File: config.mk
export PLATFORM = sky130hd
export DESIGN_NAME = lcd_static_driver
export DESIGN_NICKNAME = d
export VERILOG_FILES = /design/src/rtl/lcd_pkg.sv /design/src/rtl/lcd_bcd7.sv /design/src/rtl/lcd_bp_div.sv /design/src/rtl/lcd_static_driver.sv
export SDC_FILE = /design/constraint.sdc
export NUM_CORES = 1
export LEC_CHECK = 0
export BUFFER_PORTS_ARGS = -buffer_cell sky130_fd_sc_hd__buf_4
export CAP_MARGIN = 20
export CORE_MARGIN = 1.5
export CORE_UTILIZATION = 45
export CTS_CLUSTER_DIAMETER = 50
export DETAILED_ROUTE_END_ITERATION = 8
export PLACE_DENSITY_LB_ADDON = 0.05
export SYNTH_ARGS = -nofsm -noshare
export SYNTH_HDL_FRONTEND = slang
export SYNTH_SLANG_ARGS = --single-unit
File: constraint.sdc
create_clock -name clk -period 2.3 [get_ports clk]
set_clock_uncertainty 0.05 [all_clocks]
set_input_delay 0.115 -clock clk [delete_from_list [all_inputs] [get_ports clk]]
set_output_delay 0.115 -clock clk [all_outputs]
set_load 0.03 [all_outputs]
File: src/rtl/lcd_pkg.sv
package lcd_pkg;

    typedef logic [6:0] seg7_t;

    typedef struct packed {
        seg7_t units;
        seg7_t tens;
        seg7_t hund;
        logic  thou;
        logic  minus;
    } lcd_drive_t;

endpackage

File: src/rtl/lcd_bcd7.sv
module lcd_bcd7
    import lcd_pkg::*;
(
    input  logic [3:0] bcd,
    output seg7_t      seg
);

    // bit 0 = a ... bit 6 = g
    always_comb begin
        case (bcd)
            4'd0:    seg = 7'b0111111;
            4'd1:    seg = 7'b0000110;
            4'd2:    seg = 7'b1011011;
            4'd3:    seg = 7'b1001111;
            4'd4:    seg = 7'b1100110;
            4'd5:    seg = 7'b1101101;
            4'd6:    seg = 7'b1111101;
            4'd7:    seg = 7'b0000111;
            4'd8:    seg = 7'b1111111;
            4'd9:    seg = 7'b1101111;
            default: seg = 7'b0000000;   // codes above nine are blank
        endcase
    end

endmodule

File: src/rtl/lcd_bp_div.sv
module lcd_bp_div #(
    parameter int unsigned HALF  = 400,
    parameter int unsigned CNT_W = 9
) (
    input  logic clk,
    input  logic rst_n,
    input  logic hold,
    output logic bp_q,
    output logic bp_d
);

    localparam logic [CNT_W-1:0] LAST = CNT_W'(HALF - 1);

    typedef struct packed {
        logic [CNT_W-1:0] cnt;
        logic             bp;
    } div_state_t;

    div_state_t st_d, st_q;

    always_comb begin
        st_d = st_q;
        if (!hold) begin
            if (st_q.cnt == LAST) begin
                st_d.cnt = '0;
                st_d.bp  = ~st_q.bp;
            end else begin
                st_d.cnt = st_q.cnt + 1'b1;
            end
        end
    end

    always_ff @(posedge clk) begin
        if (!rst_n) st_q <= '0;
        else        st_q <= st_d;
    end

    assign bp_q = st_q.bp;
    assign bp_d = st_d.bp;

    assert_freeze_R8: assert property (@(posedge clk) disable iff (!rst_n)
        hold |=> $stable(bp_q));

    assert_toggle_R2: assert property (@(posedge clk) disable iff (!rst_n)
        (!hold && st_q.cnt == LAST) |=> (bp_q != $past(bp_q)));

    assert_steady_R2: assert property (@(posedge clk) disable iff (!rst_n)
        (!hold && st_q.cnt != LAST) |=> $stable(bp_q));

    assert_count_range_R2: assert property (@(posedge clk) disable iff (!rst_n)
        st_q.cnt <= LAST);

endmodule

File: src/rtl/lcd_static_driver.sv
module lcd_static_driver
    import lcd_pkg::*;
#(
    parameter int unsigned BP_DIV = 800
) (
    input  logic       clk,
    input  logic       rst_n,
    input  logic [3:0] digit_units,
    input  logic [3:0] digit_tens,
    input  logic [3:0] digit_hund,
    input  logic       half_digit,
    input  logic       negative,
    input  logic       lamp_test,
    output logic       backplane,
    output logic [6:0] seg_units,
    output logic [6:0] seg_tens,
    output logic [6:0] seg_hund,
    output logic       seg_thou,
    output logic       seg_minus
);

    localparam int unsigned HALF   = BP_DIV / 2;
    localparam int unsigned CNT_W  = (HALF > 1) ? $clog2(HALF) : 1;
    localparam int unsigned NDIGIT = 3;

    logic [3:0] bcd_in  [NDIGIT];
    seg7_t      seg_dec [NDIGIT];
    logic       bp_now, bp_next;

    assign bcd_in[0] = digit_units;
    assign bcd_in[1] = digit_tens;
    assign bcd_in[2] = digit_hund;

    for (genvar g = 0; g < NDIGIT; g++) begin : g_dec
        lcd_bcd7 u_dec (
            .bcd (bcd_in[g]),
            .seg (seg_dec[g])
        );
    end

    lcd_bp_div #(
        .HALF  (HALF),
        .CNT_W (CNT_W)
    ) u_div (
        .clk   (clk),
        .rst_n (rst_n),
        .hold  (lamp_test),
        .bp_q  (bp_now),
        .bp_d  (bp_next)
    );

    lcd_drive_t lit;
    lcd_drive_t drv_d, drv_q;

    always_comb begin
        if (lamp_test) begin
            lit = '1;
        end else begin
            lit.units = seg_dec[0];
            lit.tens  = seg_dec[1];
            lit.hund  = seg_dec[2];
            lit.thou  = half_digit;
            lit.minus = negative;
        end
        // lit segments run opposite to the backplane value loaded on the same edge
        drv_d = lit ^ {$bits(lcd_drive_t){bp_next}};
    end

    always_ff @(posedge clk) begin
        if (!rst_n) drv_q <= '0;
        else        drv_q <= drv_d;
    end

    assign backplane = bp_now;
    assign seg_units = drv_q.units;
    assign seg_tens  = drv_q.tens;
    assign seg_hund  = drv_q.hund;
    assign seg_thou  = drv_q.thou;
    assign seg_minus = drv_q.minus;

    assert_test_all_on_R8: assert property (@(posedge clk) disable iff (!rst_n)
        lamp_test |=> (seg_units == {7{~backplane}} && seg_tens == {7{~backplane}}
                       && seg_hund == {7{~backplane}} && seg_thou == ~backplane
                       && seg_minus == ~backplane));

    assert_minus_phase_R7: assert property (@(posedge clk) disable iff (!rst_n)
        !lamp_test |=> (seg_minus == (backplane ^ $past(negative))));

    assert_thou_phase_R6: assert property (@(posedge clk) disable iff (!rst_n)
        !lamp_test |=> (seg_thou == (backplane ^ $past(half_digit))));

    assert_blank_code_R5: assert property (@(posedge clk) disable iff (!rst_n)
        (!lamp_test && digit_units > 4'd9) |=> (seg_units == {7{backplane}}));

    assert_eight_full_R3: assert property (@(posedge clk) disable iff (!rst_n)
        (!lamp_test && digit_tens == 4'd8) |=> (seg_tens == {7{~backplane}}));

endmodule

==> results.cfg <==
[setup_path]
cp-startpoint = u_div.st_q[6]
cp_max_fo = 14
critPathLaunchType = flop
rr_endpoint = seg_hund[1]
r2r-start = u_div.st_q[6]
worstPathRequired_ns = 2.46
reg2reg_depth = 5
endpoint = seg_hund[1]
r2r_slack_ns = 0.20
worstSetupPathType = reg -> reg
cp.arrival_ns = 2.26
endpoint_kind = flop

[floorplanning]
die_h_um = 72.2
initial_core_util = 0.463
coreArea_um2 = 4660
boundaryPins = 41
dieWidth_um = 72.2
row_count = 25
die_area_um2 = 5220

[detailed_routing]
ant_nets = 0
routed-via-count = 1818
routed_wl_um = 4420
viasPerCell = 5.33
wire_per_inst_um = 13.0
drt_pass1_iterations = 5
remaining_drc_errors = 0
drtIter0Drc = 101

[sta]
final_hold_viol_count = 0
grt_setup_unrepaired = false
fin_crit_sh = 0.914
slew_headroom = 0.447
tightestPinTransition_ns = 0.829
fmax_mhz = 476
report.final.slew_viol_count = 0
period_minus_slack_ns = 2.10
setup_viol_count_final = 0
setup_tns_ns = 0
fin_hold_ws_ns = 0.0522

[pwr]
p_per_area_nw_per_um2 = 543
ir_drop_v = 0.000356
combPwrFrac = 0.219
netSwitchingFraction = 0.287
p_clk_frac = 0.343
p_seq_frac = 0.438
p_int_w = 0.00100
p_sw_w = 0.000405
static-leakage-power_nw = 1.16
total_power_w = 0.00141

[placement]
place_congestion = 0.762
port_buffers = 40
hpwl_um = 3140
placed_cell_area_um2 = 2490

[synth]
synth_area_leaders = dfxtp_1 (31%), ha_1 (11%), mux2i_1 (4.6%), o21bai_1 (4.2%), nor2b_1 (3.8%)
synth_edf_count = 0
netlist_instances = 248
yosysWarningCount = 0
synth_area_leader_cell = dfxtp_1
ys_seq_area_frac = 0.306
syn_avg_cell_area_um2 = 8.70
synthDistinctLibCells = 47
synth_top_area_frac = 0.306
syn-num-nets = 284
synthFlopType = dfxtp_1
synthArstFlopShare = 0
syn-cell-area_um2 = 2160
synth.most_common_cell = dfxtp_1
yosys-top-cells-count = dfxtp_1 (33), ha_1 (19), nor2_1 (16), inv_1 (15), nand2_1 (14)
ys_seq_elements = 33

[clocking]
cts_made_buffers = 5
htreeDepth = 2
clockBufferDepth = 2
cts_tree = built
clk_transition_reported_paths_ns = 0.07
cts-root-buf = clkbuf_8
clock_latency_ns = 0.28
numClockSinks = 33
post-cts-setup-buffers = 0

[cells_and_area]
final_util = 0.557
final-seq-area_um2 = 661
design_area_um2 = 2600
layout-drive-gt1-share = 0.237
num_antenna_cells = 0
area_delta_synth_final_pct = 20.4
multi_input_area_um2 = 1350
fin_nets = 322
fillers = 438

[grt]
antenna_found_initial = 0
grt_pass1_vias = 1602
grt_pass1_wl_um = 7450
grt_max_degree = 32
grt_usage = 0.182
grt.overflow.total = 0

[job]
cap_viol_max_count = 0

[outcome]
status = completed

[hold_path]
hold_path_class = in -> reg
hold-path-cell-count = 3
==> state kept, by name, indices dropped and copies added (netlist names), named ones only <==
name	flops
seg_units	7
u_div.st_q	9
seg_hund	7
seg_thou	1
seg_minus	1
seg_tens	7
==> kinds of logic (layout without fill, tap and decap cells) <==
group,Yosys count,in the layout,synth area share
AOI/OAI and AO/OA,60,60,0.201
xor gates and xnor gates,7,7,0.0284
adders and majority gates,19,19,0.110
buffers and inverters,32,71,0.0684
DFF,33,33,0.306
muxes,11,11,0.0516
and+or+nand+nor,86,86,0.234
==> per-layer routing <==
layer / share of wire / global-route usage / up-vias
met5: 0 / 0 / -
met4: 0.011 / 0.0503 / 0
met3: 0.039 / 0.0500 / 7
met2: 0.45 / 0.278 / 30
met1: 0.50 / 0.253 / 825
li1: - / - / 956
==> power by group through the flow <==
| stage | clock [W] | combinational [W] | sequential, W |
|---|---|---|---|
| finish | 0.000483 | 0.000309 | 0.000617 |
| global route | 0.000521 | 0.000341 | 0.000620 |
| CTS | 0.000499 | 0.000312 | 0.000618 |
| detailed placement | 0 | 0.000311 | 0.000630 |
| global placement | 0 | 0.000308 | 0.000631 |
| floorplan | 0 | 0.000145 | 0.000690 |
==> how the worst min path moves through the flow <==
| stage | to | slack (ns) | startpoint |
|---|---|---|---|
| floorplan | seg_minus | 0.24 | negative |
| global placement | seg_minus | 0.34 | negative |
| detailed placement | seg_minus | 0.34 | negative |
| CTS | seg_thou | 0.04 | half_digit |
| global route | seg_thou | 0.06 | half_digit |
| finish | seg_thou | 0.05 | half_digit |
==> through the flow <==
stage          instances  setup WS, ns
3_5_place_dp         333         0.133
6_report             341         0.197
3_3_place_gp         333         0.176
4_1_cts              341         0.129
2_1_floorplan        248         0.361
5_1_grt              341        0.0686
==> critical path, cell delays in order, from the launching register on <==
cell and delay, ns:
dfxtp_1 0.36, or4b_4 0.58, o31a_2 0.44, buf_4 0.20, nor4_1 0.24, o21bai_1 0.16
==> cell usage in the layout, fill, tap and decap left out, types with 3 or more instances in the layout <==
| master | netlist | routed |
|---|---|---|
| a2111oi_0 | 3 | 3 |
| a2111oi_2 | 3 | 3 |
| a21o_1 | 3 | 3 |
| a21oi_1 | 11 | 11 |
| a221oi_1 | 5 | 5 |
| buf_4 | 2 | 48 |
| clkbuf_8 | 0 | 7 |
| dfxtp_1 | 33 | 33 |
| ha_1 | 19 | 19 |
| inv_1 | 15 | 15 |
| mux2i_1 | 10 | 10 |
| nand2_1 | 14 | 14 |
| nand2b_1 | 6 | 6 |
| nand3_1 | 7 | 7 |
| nor2_1 | 16 | 16 |
| nor2b_1 | 13 | 13 |
| nor4_1 | 9 | 9 |
| o21ai_0 | 11 | 11 |
| o21bai_1 | 12 | 12 |
| o31ai_1 | 5 | 5 |
| or3_1 | 3 | 3 |
| or3b_2 | 3 | 3 |
| xnor2_1 | 4 | 4 |
| xor2_1 | 3 | 3 |
==> cell type report <==
type / count / area share
repair buffers: 48 / 0.139
well taps: 54 / 0.0260
inverters: 15 / 0.0217
clock inverters: 1 / 0.00193
clock buffers: 7 / 0.0371
multi-input cells: 183 / 0.520
flip-flops and latches: 33 / 0.254
==> repair_timing <==
item,4_1_cts,5_1_grt
hold buffers,0,0
resized for setup,0,1
endpoints found under the setup margin,0,3
Power figures use the tool's default switching activity.
